File: config.mk
export PLATFORM = sky130hd
export DESIGN_NAME = dac_update_ctrl
export DESIGN_NICKNAME = d
export VERILOG_FILES = /design/src/rtl/dacu_pkg.sv /design/src/rtl/dacu_fall_sync.sv /design/src/rtl/dacu_frame_dec.sv /design/src/rtl/dacu_clear_code.sv /design/src/rtl/dac_update_ctrl.sv
export SDC_FILE = /design/constraint.sdc
export NUM_CORES = 1
export LEC_CHECK = 0
export ABC_AREA = 1
export BUFFER_PORTS_ARGS = -buffer_cell sky130_fd_sc_hd__buf_4
export CAP_MARGIN = 20
export CORE_ASPECT_RATIO = 1.75
export CORE_UTILIZATION = 45
export DETAILED_ROUTE_END_ITERATION = 10
export GPL_ROUTABILITY_DRIVEN = 0
export GPL_TIMING_DRIVEN = 0
export PLACE_DENSITY = 0.67
export SYNTH_ARGS = -nofsm -noshare
export SYNTH_HDL_FRONTEND = slang
export SYNTH_HIERARCHICAL = 1
export SYNTH_SLANG_ARGS = --single-unit
File: constraint.sdc
create_clock -name clk -period 2.93 [get_ports clk]
set_input_delay 0.586 -clock clk [delete_from_list [all_inputs] [get_ports clk]]
set_output_delay 0.586 -clock clk [all_outputs]
set_load 0.03 [all_outputs]
File: src/rtl/dacu_pkg.sv
package dacu_pkg;
   localparam int CMD_W = 4;

   typedef enum logic [CMD_W-1:0] {
      CMD_NOP      = 4'h0,
      CMD_WR_IN    = 4'h1,
      CMD_UPD      = 4'h2,
      CMD_WR_UPD   = 4'h3,
      CMD_WR_CTL   = 4'h4,
      CMD_RD_CTL   = 4'hB,
      CMD_SOFT_RST = 4'hF
   } cmd_e;

   // control word layout (decoded by readback and by clear/ETS logic)
   localparam int CTL_SC     = 12;
   localparam int CTL_BO     = 11;
   localparam int CTL_CLR_HI = 10;
   localparam int CTL_CLR_LO = 9;
   localparam int CTL_ETS    = 8;
   localparam int CTL_WR_W   = 11;
   localparam int CTL_MIN_DW = 13;
endpackage

File: src/rtl/dacu_fall_sync.sv
module dacu_fall_sync #(
   parameter int STAGES = 2
) (
   input  logic clk,
   input  logic rst_n,
   input  logic din,
   output logic fall
);
   if (STAGES < 2) begin : g_bad_stages
      $error("dacu_fall_sync: STAGES must be at least 2");
   end

   // STAGES synchroniser flops plus one history flop for edge detection
   logic [STAGES:0] sh;

   always_ff @(posedge clk or negedge rst_n) begin
      if (!rst_n) sh <= '1;
      else        sh <= {sh[STAGES-1:0], din};
   end

   assign fall = sh[STAGES] & ~sh[STAGES-1];
endmodule

File: src/rtl/dacu_frame_dec.sv
module dacu_frame_dec
   import dacu_pkg::*;
#(
   parameter int DW         = 16,
   parameter int FRAME_BITS = 24,
   parameter int LEN_W      = 5
) (
   input  logic                  strobe,
   input  logic [FRAME_BITS-1:0] word,
   input  logic [LEN_W-1:0]      len,
   output logic                  do_wr_in,
   output logic                  do_upd,
   output logic                  do_wr_upd,
   output logic                  do_wr_ctl,
   output logic                  do_rd_ctl,
   output logic                  do_srst,
   output logic [DW-1:0]         data
);
   logic len_ok;
   cmd_e cmd;

   assign len_ok = strobe && (len == LEN_W'(FRAME_BITS));
   assign cmd    = cmd_e'(word[FRAME_BITS-1 -: CMD_W]);
   assign data   = word[DW-1:0];

   always_comb begin
      do_wr_in  = 1'b0;
      do_upd    = 1'b0;
      do_wr_upd = 1'b0;
      do_wr_ctl = 1'b0;
      do_rd_ctl = 1'b0;
      do_srst   = 1'b0;
      if (len_ok) begin
         case (cmd)
            CMD_WR_IN:    do_wr_in  = 1'b1;
            CMD_UPD:      do_upd    = 1'b1;
            CMD_WR_UPD:   do_wr_upd = 1'b1;
            CMD_WR_CTL:   do_wr_ctl = 1'b1;
            CMD_RD_CTL:   do_rd_ctl = 1'b1;
            CMD_SOFT_RST: do_srst   = 1'b1;
            default:      ;
         endcase
      end
   end
endmodule

File: src/rtl/dacu_clear_code.sv
module dacu_clear_code #(
   parameter int DW = 16
) (
   input  logic [1:0]    sel,
   output logic [DW-1:0] code
);
   always_comb begin
      case (sel)
         2'b01:   code = {1'b1, {(DW-1){1'b0}}};
         2'b10:   code = '1;
         default: code = '0;
      endcase
   end
endmodule

File: src/rtl/dac_update_ctrl.sv
module dac_update_ctrl
   import dacu_pkg::*;
#(
   parameter int DW          = 16,
   parameter int FRAME_BITS  = 24,
   parameter int SYNC_STAGES = 2,
   localparam int LEN_W      = $clog2(FRAME_BITS + 1)
) (
   input  logic                  clk,
   input  logic                  rst_n,
   input  logic                  sync_i,
   input  logic                  ldac_n,
   input  logic                  clear_n,
   input  logic [FRAME_BITS-1:0] frame_word,
   input  logic [LEN_W-1:0]      frame_len,
   input  logic                  sc_evt,
   input  logic                  bo_evt,
   input  logic                  over_temp,
   output logic [DW-1:0]         dac_out,
   output logic                  alert_n,
   output logic                  pd_o,
   output logic [DW-1:0]         rb_data,
   output logic                  rb_valid
);
   if (DW < CTL_MIN_DW) begin : g_bad_dw
      $error("dac_update_ctrl: DW too small for control layout");
   end
   if (FRAME_BITS < DW + CMD_W) begin : g_bad_frame
      $error("dac_update_ctrl: FRAME_BITS cannot hold command and data");
   end

   logic                sync_q, ldac_q, ldac_lvl_q;
   logic [DW-1:0]       in_q, dac_q, rb_q;
   logic [CTL_WR_W-1:0] ctl_q;
   logic                sc_q, bo_q, cfg_q, pd_q, rb_vld_q;

   logic          frame_rise, ldac_fall, clr_fall, sync_mode, pd_trip;
   logic          do_wr_in, do_upd, do_wr_upd, do_wr_ctl, do_rd_ctl, do_srst;
   logic [DW-1:0] frm_data, clr_val, rb_word;

   assign frame_rise = sync_i & ~sync_q;
   assign ldac_fall  = sync_i & sync_q & ldac_q & ~ldac_n;
   assign sync_mode  = ~ldac_lvl_q;
   assign pd_trip    = over_temp & ctl_q[CTL_ETS] & ~pd_q;

   dacu_fall_sync #(.STAGES(SYNC_STAGES)) u_clr_sync (
      .clk  (clk),
      .rst_n(rst_n),
      .din  (clear_n),
      .fall (clr_fall)
   );

   dacu_frame_dec #(.DW(DW), .FRAME_BITS(FRAME_BITS), .LEN_W(LEN_W)) u_dec (
      .strobe   (frame_rise),
      .word     (frame_word),
      .len      (frame_len),
      .do_wr_in (do_wr_in),
      .do_upd   (do_upd),
      .do_wr_upd(do_wr_upd),
      .do_wr_ctl(do_wr_ctl),
      .do_rd_ctl(do_rd_ctl),
      .do_srst  (do_srst),
      .data     (frm_data)
   );

   dacu_clear_code #(.DW(DW)) u_clr_code (
      .sel (ctl_q[CTL_CLR_HI:CTL_CLR_LO]),
      .code(clr_val)
   );

   always_comb begin
      rb_word                 = '0;
      rb_word[CTL_WR_W-1:0]   = ctl_q;
      rb_word[CTL_BO]         = bo_q;
      rb_word[CTL_SC]         = sc_q;
   end

   // edge history for frame select and load strobe
   always_ff @(posedge clk or negedge rst_n) begin
      if (!rst_n) begin
         sync_q     <= 1'b1;
         ldac_q     <= 1'b1;
         ldac_lvl_q <= 1'b1;
      end else begin
         sync_q <= sync_i;
         ldac_q <= ldac_n;
         if (!sync_i) ldac_lvl_q <= ldac_n;
      end
   end

   always_ff @(posedge clk or negedge rst_n) begin
      if (!rst_n) begin
         in_q     <= '0;
         dac_q    <= '0;
         ctl_q    <= '0;
         sc_q     <= 1'b0;
         bo_q     <= 1'b0;
         cfg_q    <= 1'b0;
         pd_q     <= 1'b0;
         rb_q     <= '0;
         rb_vld_q <= 1'b0;
      end else if (pd_q) begin
         rb_vld_q <= 1'b0;
      end else if (pd_trip) begin
         pd_q     <= 1'b1;
         rb_vld_q <= 1'b0;
      end else if (do_srst) begin
         in_q     <= '0;
         dac_q    <= '0;
         ctl_q    <= '0;
         sc_q     <= 1'b0;
         bo_q     <= 1'b0;
         cfg_q    <= 1'b0;
         rb_q     <= '0;
         rb_vld_q <= 1'b0;
      end else begin
         rb_vld_q <= do_rd_ctl;
         if (do_rd_ctl) rb_q <= rb_word;
         if (do_wr_in || do_wr_upd) in_q <= frm_data;
         if (clr_fall)
            dac_q <= clr_val;
         else if (do_wr_upd || (do_wr_in && sync_mode))
            dac_q <= frm_data;
         else if (do_upd || ldac_fall)
            dac_q <= in_q;
         if (do_wr_ctl) begin
            ctl_q <= frm_data[CTL_WR_W-1:0];
            cfg_q <= 1'b1;
         end
         sc_q <= sc_evt | (sc_q & ~do_rd_ctl);
         bo_q <= bo_evt | (bo_q & ~do_rd_ctl);
      end
   end

   assign dac_out  = dac_q;
   assign alert_n  = cfg_q & ~sc_q & ~bo_q & ~over_temp;
   assign pd_o     = pd_q;
   assign rb_data  = rb_q;
   assign rb_valid = rb_vld_q;
endmodule

-- After elaboration in Yosys (flattened, before gate mapping)
Cells that the tools add are included.
- word-level logic and storage cells: 92
- memory bits (read-only): 0
- input port bits: 37
- memory bits (writable): 0
- output and inout port bits: 35
- memories: 0
- bits in latches: 0
- flip-flop bits (word level): 70
- magnitude comparators: 0
- div/mod/pow operators: 0
- reduce and logical (&&, ||, !) cells: 14
- bitwise logic cells: 24
- multiply operators: 0
- $add $sub $neg: 0
- shift operators: 0
- mux-type cells: 32
- equal/unequal tests: 9
- operators by type and width (cell ; number):
    2-to-1 mux 16 bit ; 8
    one-hot mux 16 bit (2 select lines) ; 1
    2-to-1 mux 11 bit ; 2
    2-to-1 mux 1 bit ; 21
    bitwise AND 1 bit ; 12
    AND reduction 3 bit ; 4
    NOT 1 bit ; 10
    equality test 4 x 2 -> 1 bit, second input constant ; 2
    equality test 4 bit, second input constant ; 2
    nonzero test 2 bit ; 3
    equality test 5 bit, second input constant ; 1
    equality test 4 x 1 -> 1 bit, second input constant ; 1
    equality test 4 x 3 -> 1 bit, second input constant ; 1
    nonzero test 4 bit ; 1
    logical OR 1 bit ; 3
    equality test 2 x 1 -> 1 bit, second input constant ; 1
    equality test 2 bit, second input constant ; 1
    logical AND 1 bit ; 2
    bitwise OR 1 bit ; 2
    AND reduction 2 bit ; 1

-- Longest topological paths before layout
Gate-level depths: netlist (run 1).
- depth in word-level cells: 9
- gate-level depth with buffers: 14
- mapped depth without buffers: 13

-- By module
Netlist (run 1), hierarchy kept.
- modules (own cells, without submodules) (module ; area each (µm²) ; cells an instance ; instances ; seq. area each (µm²)):
    dac_update_ctrl ; 3111.7 ; 387 ; 1 ; 1605.3
    dacu_frame_dec ; 230.2 ; 40 ; 1 ; 0.0
    dacu_clear_code ; 125.1 ; 17 ; 1 ; 0.0
    dacu_fall_sync ; 88.8 ; 5 ; 1 ; 78.8

-- Least setup slack after synthesis (run 1)
Ideal clock, no wire load.
- kind: input -> output
- start: in over_temp
- end: out alert_n
- required time: 2.344 ns
- path buffers: 0
- stages on the path: 1
- arrival: 1.487 ns
- path slack: 0.857 ns
- cells stage by stage: nor4_1
- longest elaborated chain between the ends: 2
- RTL lines (what ; line ; text):
    from (decl) ; dac_update_ctrl.sv:18 ; input logic over_temp,
    NOT 1 bit ; dac_update_ctrl.sv:136 ; assign alert_n = cfg_q & ~sc_q & ~bo_q & ~over_temp;
    bitwise AND 1 bit ; dac_update_ctrl.sv:136 ;
    to (decl) ; dac_update_ctrl.sv:20 ; output logic alert_n,
Every way passes these cells.

-- Final worst setup path (run 1)
- start: in sync_i
- end: reg rb_q[3] (netlist: rb_data[3])
- longest elaborated chain between the ends: 5
- elaborated cells on any way between the ends: 7
- classes of those cells: 3 x mux; 1 x bitwise; 3 x reduce/logical
- RTL lines (what ; line ; text):
    from (decl) ; dac_update_ctrl.sv:11 ; input logic sync_i,
    bitwise AND 1 bit (*) ; dac_update_ctrl.sv:41 ; assign frame_rise = sync_i & ~sync_q;
    net frame_rise ; dac_update_ctrl.sv:37 ; logic frame_rise, ldac_fall, clr_fall, sync_mode, pd_trip;
    logical AND 1 bit (*) ; dacu_frame_dec.sv:22 ; assign len_ok = strobe && (len == LEN_W'(FRAME_BITS));
    2-to-1 mux 1 bit (*) ; dacu_frame_dec.sv:33 ; if (len_ok) begin
    net do_srst ; dac_update_ctrl.sv:38 ; logic do_wr_in, do_upd, do_wr_upd, do_wr_ctl, do_rd_ctl, do_srst;
    nonzero test 2 bit (no source line) ; -- ;
    AND reduction 3 bit (no source line) ; -- ;
    to (signal assigned) ; dac_update_ctrl.sv:118 ; if (do_rd_ctl) rb_q <= rb_word;
    to (decl) ; dac_update_ctrl.sv:33 ; logic [DW-1:0] in_q, dac_q, rb_q;
The timed path passes the listed nets; every way through them passes the cells marked *.
A chain may end at the register's enable or synchronous reset.

==> results of run 1 <==
[cell type report]
type / count / area [um2] / area share
inverters: 77 / 294 / 0.0682
multi-input cells: 257 / 1220 / 0.282
clock inverters: 7 / 53.8 / 0.0125
flip-flops and latches: 67 / 1680 / 0.390
repair buffers: 48 / 360 / 0.0836
clock buffers: 9 / 225 / 0.0522
well taps: 88 / 110 / 0.0255
plain buffers: 50 / 368 / 0.0853
[cells by family (layout without fill, tap and decap cells)]
kind of cell | Yosys count | after routing | share of synthesized area
AOI/OAI and AO/OA | 48 | 48 | 0.0834
adders and majority gates | 1 | 1 | 0.00352
and+or+nand+nor | 205 | 205 | 0.252
buffers and inverters | 127 | 191 | 0.186
DFF | 67 | 67 | 0.474
other | 1 | 3 | 0.00105
[cell usage after synthesis (4+ instances only)]
| library cell | n |
|---|---|
| dfrtp_1 | 61 |
| nand3_1 | 45 |
| o22ai_1 | 13 |
| nand2_2 | 5 |
| buf_6 | 5 |
| nand2_1 | 123 |
| buf_4 | 36 |
| buf_2 | 6 |
| dfstp_2 | 6 |
| o21ai_0 | 15 |
| inv_1 | 73 |
| o21ai_1 | 15 |
| nor2_1 | 20 |
| nor2_2 | 4 |
[critical path, delay by kind of cell]
family                 cells  cell delay, ns
AOI/OAI and AO/OA          2            0.32
buffers and inverters      6            0.75
and+or+nand+nor            4            0.58
[state kept, by name (all words and copies together), names as in the netlist]
| signal | flops |
|---|---|
| sc_q | 1 |
| pd_o | 1 |
| u_clr_sync/sh | 3 |
| in_q | 16 |
| bo_q | 1 |
| cfg_q | 1 |
| sync_q | 1 |
| rb_data | 13 |
| dac_out | 16 |
| ctl_q | 11 |
| ldac_lvl_q | 1 |
| ldac_q | 1 |
| rb_valid | 1 |
[routing by layer]
layer,track usage,part of all wire
met3,0.0428,0.038
met2,0.345,0.53
met5,0,0
met1,0.223,0.41
met4,0.0893,0.020
[power breakdown]
part	leakage [nW]	total (mW)	switching, mW	internal (mW)
clock	0.128	0.988	0.413	0.575
combinational	1.54	0.114	0.0679	0.0466
sequential	0.686	0.936	0.00205	0.934
[worst max-delay path by stage]
stage / start / endpoint / slack (ns) / depth (start not counted)
after floorplan: over_temp / alert_n / 0.86 / 1
after global routing: sync_i / rb_data[3] / 0.71 / 12
after detailed placement: sync_i / in_q[0] / 0.54 / 12
final: sync_i / rb_data[3] / 0.90 / 12
after CTS: sync_q / rb_data[3] / 0.89 / 10
after global placement: sync_i / in_q[1] / 0.58 / 12
==> out/summary.txt, run 1 <==
outcome: completed
Pleak: 2.35 nW
boundary pin count: 72
gr usage total: 0.196
instance area after placement: 0.00403 mm2
Layout area overhead: 21.3%
reg2reg end: rb_data[3]
synthesized instance count: 449
worst reg-to-reg setup slack: 0.90 ns
Rows: 42
Tmin final: 2.03 ns
register area share after synthesis: 0.474
hold buffers post-CTS: 0
DR iter-0 viols: 170
Clock Latency Late Sink: 0.34 ns
post_cts resized: 0
crit path cell chain: buf_4 -> inv_1 -> nor2_1 -> nand2_1 -> inv_1 -> nand3_2 -> nor2_1 -> inv_2 -> buf_6 -> a21oi_4 -> buf_2 -> o22ai_1
Worst Path Required: 3.14 ns
Yosys top cell area share: 0.429
Post-Place Cells: 587
Final Max Tran Viols: 0
nets: 548
gr ovfl total: 0
routed via count: 2859
wire per inst: 12.5 um
initial core utilization: 0.467
Core Util, Final: 0.566
period utilization: 0.694
Yosys warnings: 6
Setup CP Type: input pin to flip-flop
Setup WS pre-CTS: 0.544 ns
layout cells sized above 1: 0.272
postcts setup bufs: 0
commonest non-fill, non-tap cell in the layout: nand2_1
Max Freq: 0.492 GHz
MaxCap Viol Count: 0
Peak supply drop: 0.360 mV
Avg Cell Area, Syn: 7.92 um2
CP max stage delay: 0.31 ns
post-route clock skew: 0.00753 ns
Antenna Diode Count: 0
crit path capture type: flip-flop
final WL: 7.54 mm
clock root cell: clkbuf_16
post-synthesis register bit count: 67
I/O Buffers: 48
TritonCTS Buffers: 9
Die Span X: 69.2 um
most frequent cells in the layout: nand2_1 (123), buf_4 (84), inv_1 (73)
largest net degree at the start of global routing: 68
global-route wire length before repair: 12.8 mm
Top FF cell, synth: dfrtp_1
Final Power: 2.04 mW
async set or reset register ratio after synthesis: 1.00
H-tree depth: 3
Synth area leader: dfrtp_1
Area contributors post-synth: dfrtp_1 (43%), nand2_1 (13%), inv_1 (7.7%), buf_4 (7.6%), nand3_1 (6.3%)
RSZ-0062 raised after global routing: no
worst hold margin: 0.349 ns
slew of the pin with the lowest slew margin: 0.833 ns
Netlist cell types: 28
CTS tree: built
final standard cell area without fillers: 0.00431 mm2
Worst R2R Start: sync_q
DRC: 0
Slew HR: 0.445
Finish-stage setup viols: 0
Worst EP arrival: 2.24 ns
Max FO, Critical Path: 10
# fillers: 711
clock slew at reported path FFs: 0.06 ns
First-pass DRT Iterations: 4
worst setup margin: 0.897 ns
path type of the worst min-delay path: input pin to async pin
core area: 0.00762 mm2
Mapped Area: 0.00356 mm2
vias in the first global route: 2789
setup TNS: 0 ns
DP HPWL: 5.41 mm
initial antenna violation count: 0
EDFF count, synth: 0
fin cells: 603
die area: 0.00828 mm2
routed vias/inst: 4.74
Clock Sinks: 67
PD cells: 473 mW/mm2
Critical-path top delay cell: nor2_1
final hold violation count: 0
Reg2Reg Depth: 10
crit start category: input pin
Clock Path Buffers: 2
DIE HEIGHT: 120 um
ANT nets after route: 0
No activity file was read; power rests on OpenSTA's default activity.
==> run 2: changes to the inputs <==
- PLACE_DENSITY: 0.67 -> 0.7
- clock period: 2.93 -> 1.7 ns (I/O delays scaled with it)
==> run 2 against run 1 <==
Compared with the run above: combinational power up 89%; sequential power up 72%; clock skew down 0.0014 ns; cell count up 3.5%; worst setup slack worse by 0.93 ns; count of clock-buffer cells in the layout up 2; core utilization up 6.8 points; sequential share of layout area down 4.2 points; the run now ends with negative setup slack left; critical path depth unchanged; routed wire length up 20%; first-iteration DRC count up 49%; largest cell class unchanged.
==> out/summary.txt, run 2 (synthesized netlist as in run 1, its figures left out) <==
DP HPWL: 5.70 mm (was 5.41 mm)
DIE HEIGHT: 120 um (unchanged)
Worst Path Required: 1.96 ns (was 3.14 ns)
CP max stage delay: 0.37 ns (was 0.31 ns)
Worst EP arrival: 2.00 ns (was 2.24 ns)
worst reg-to-reg setup slack: -0.04 ns (was 0.90 ns)
crit start category: flip-flop (was input pin)
final hold violation count: 0 (unchanged)
Clock Sinks: 67 (unchanged)
PD cells: 760 mW/mm2 (was 473 mW/mm2)
Critical-path top delay cell: dfstp_2 (was nor2_1)
largest net degree at the start of global routing: 68 (unchanged)
area occupied by multi-input gates: 0.00143 mm2 (was 0.00122 mm2)
slew of the pin with the lowest slew margin: 0.837 ns (was 0.833 ns)
Final Max Tran Viols: 0 (unchanged)
TritonCTS Buffers: 9 (unchanged)
gr ovfl total: 0 (unchanged)
CTS tree: built (unchanged)
most frequent cells in the layout: nand2_1 (110), buf_4 (96), inv_1 (72) (was nand2_1 (123), buf_4 (84), inv_1 (73))
Finish-stage setup viols: 28 (was 0)
Clock Path Buffers: 2 (unchanged)
Die Span X: 69.2 um (unchanged)
clock root cell: clkbuf_16 (unchanged)
die area: 0.00828 mm2 (unchanged)
Peak supply drop: 0.462 mV (was 0.360 mV)
Reg2Reg Depth: 12 (was 10)
commonest non-fill, non-tap cell in the layout: nand2_1 (unchanged)
Worst R2R Start: sync_q (unchanged)
H-tree depth: 3 (unchanged)
DR iter-0 viols: 254 (was 170)
outcome: finished with violations (was completed)
setup TNS: -0.463 ns (was 0 ns)
clock slew at reported path FFs: 0.05 ns (was 0.06 ns)
nets: 569 (was 548)
path type of the worst min-delay path: input pin to async pin (unchanged)
gr usage total: 0.216 (was 0.196)
MaxCap Viol Count: 0 (unchanged)
post-route clock skew: 0.00617 ns (was 0.00753 ns)
final standard cell area without fillers: 0.00483 mm2 (was 0.00431 mm2)
reg2reg end: in_q[14] (was rb_data[3])
crit path cell chain: nor2_1 -> nand2_1 -> inv_2 -> nand3_4 -> nor2_4 -> inv_4 -> buf_12 -> a21oi_4 -> buf_12 -> buf_8 -> nand3_2 -> o21ai_1 (was buf_4 -> inv_1 -> nor2_1 -> nand2_1 -> inv_1 -> nand3_2 -> nor2_1 -> inv_2 -> buf_6 -> a21oi_4 -> buf_2 -> o22ai_1)
Max Freq: 0.576 GHz
Pleak: 2.57 nW (was 2.35 nW)
DRC: 0 (unchanged)
Slew HR: 0.442 (was 0.445)
crit path capture type: flip-flop (unchanged)
Clock Latency Late Sink: 0.34 ns (about the same)
initial core utilization: 0.467 (unchanged)
I/O Buffers: 48 (unchanged)
core area: 0.00762 mm2 (unchanged)
boundary pin count: 72 (unchanged)
total area of sequential cells: 0.00168 mm2 (unchanged)
most frequent CP cell: buf_12
routed via count: 3120 (was 2859)
# fillers: 618 (was 711)
layout cells sized above 1: 0.377 (was 0.272)
Layout area overhead: 35.8% (was 21.3%)
ANT nets after route: 0 (unchanged)
Max FO, Critical Path: 7 (was 10)
period utilization: 1.02
RSZ-0062 raised after global routing: yes (was no)
routed vias/inst: 5.00 (was 4.74)
First-pass DRT Iterations: 5 (was 4)
wire per inst: 14.5 um (was 12.5 um)
final WL: 9.07 mm (was 7.54 mm)
hold buffers post-CTS: 0 (unchanged)
instance area after placement: 0.00404 mm2 (was 0.00403 mm2)
initial antenna violation count: 0 (unchanged)
vias in the first global route: 2981 (was 2789)
global-route wire length before repair: 13.8 mm (was 12.8 mm)
Rows: 42 (unchanged)
worst setup margin: -0.0367 ns (was 0.897 ns)
Setup CP Type: flip-flop to flip-flop (was input pin to flip-flop)
Antenna Diode Count: 0 (unchanged)
Tmin final: 1.74 ns
failing checks: negative setup slack
run 2: changes by cell type in the layout (fill, tap and decap cells not counted), sizes merged:
cell | previous run | this run
buf | 96 | 115
inv | 77 | 76
bufinv | 0 | 1
clkbuf | 11 | 15
clkinvlp | 3 | 1
run 2: cell type report:
class | count | area share
Tap cell | 88 | 0.0228
Clock inverter | 5 | 0.0109
Inverter | 77 | 0.0614
Sequential cell | 67 | 0.349
Clock buffer | 11 | 0.0503
Timing Repair Buffer | 69 | 0.120
Multi-Input combinational cell | 257 | 0.296
Buffer | 50 | 0.0891
run 2: through the flow:
| step | hold slack (ns) | util | setup slack (ns) | cells | total power [mW] |
|---|---|---|---|---|---|
| 6_report | 0.109 | 0.634 | -0.0367 | 624 | 3.67 |
| 5_1_grt | 0.111 | 0.634 | -0.136 | 624 | 3.77 |
| 4_1_cts | 0.107 | 0.594 | -0.0285 | 615 | 3.68 |
| 3_5_place_dp | 0.349 | 0.530 | -0.420 | 587 | 1.84 |
| 3_3_place_gp | 0.347 | 0.530 | -0.416 | 587 | 1.84 |
| 2_1_floorplan | 0.0444 | - | 0.0447 | 451 | 1.75 |
run 2: per-layer routing:
metal / global-route usage / up-vias / share of wire
li1: - / 1511 / -
met1: 0.233 / 1475 / 0.35
met2: 0.380 / 102 / 0.56
met3: 0.0554 / 32 / 0.041
met4: 0.119 / 0 / 0.042
met5: 0 / - / 0
run 2: worst max-delay path by stage:
stage	startpoint	to	cells after the start
floorplan	sync_q	rb_data[7]	10
finish	sync_q	in_q[14]	12
global placement	sync_i	in_q[4]	12
detailed placement	sync_i	in_q[9]	12
CTS	sync_q	dac_out[14]	12
global route	sync_q	dac_out[14]	13
run 2: power by group:
part           switching (mW)  total, mW  leakage (nW)  internal [mW]
Sequential            0.00425       1.61         0.686           1.61
Clock                   0.673       1.84         0.145           1.17
Combinational           0.133      0.216          1.74         0.0832
Total                   0.810       3.67          2.57           2.86
run 2: worst max-delay path: cells and delay by family, from the launching register on:
kind,cells,cell delay (ns)
AND/OR/NAND/NOR,5,0.51
flip-flops,1,0.37
buffers and inverters,5,0.55
AO/OA/AOI/OAI,2,0.20
run 2: timing repair:
action / CTS / global route
resized for setup: 30 / 70
setup endpoints to repair: 60 / 52
buffers inserted: 10 / 7
pin swaps: 3 / 7
gates cloned: 2 / 2
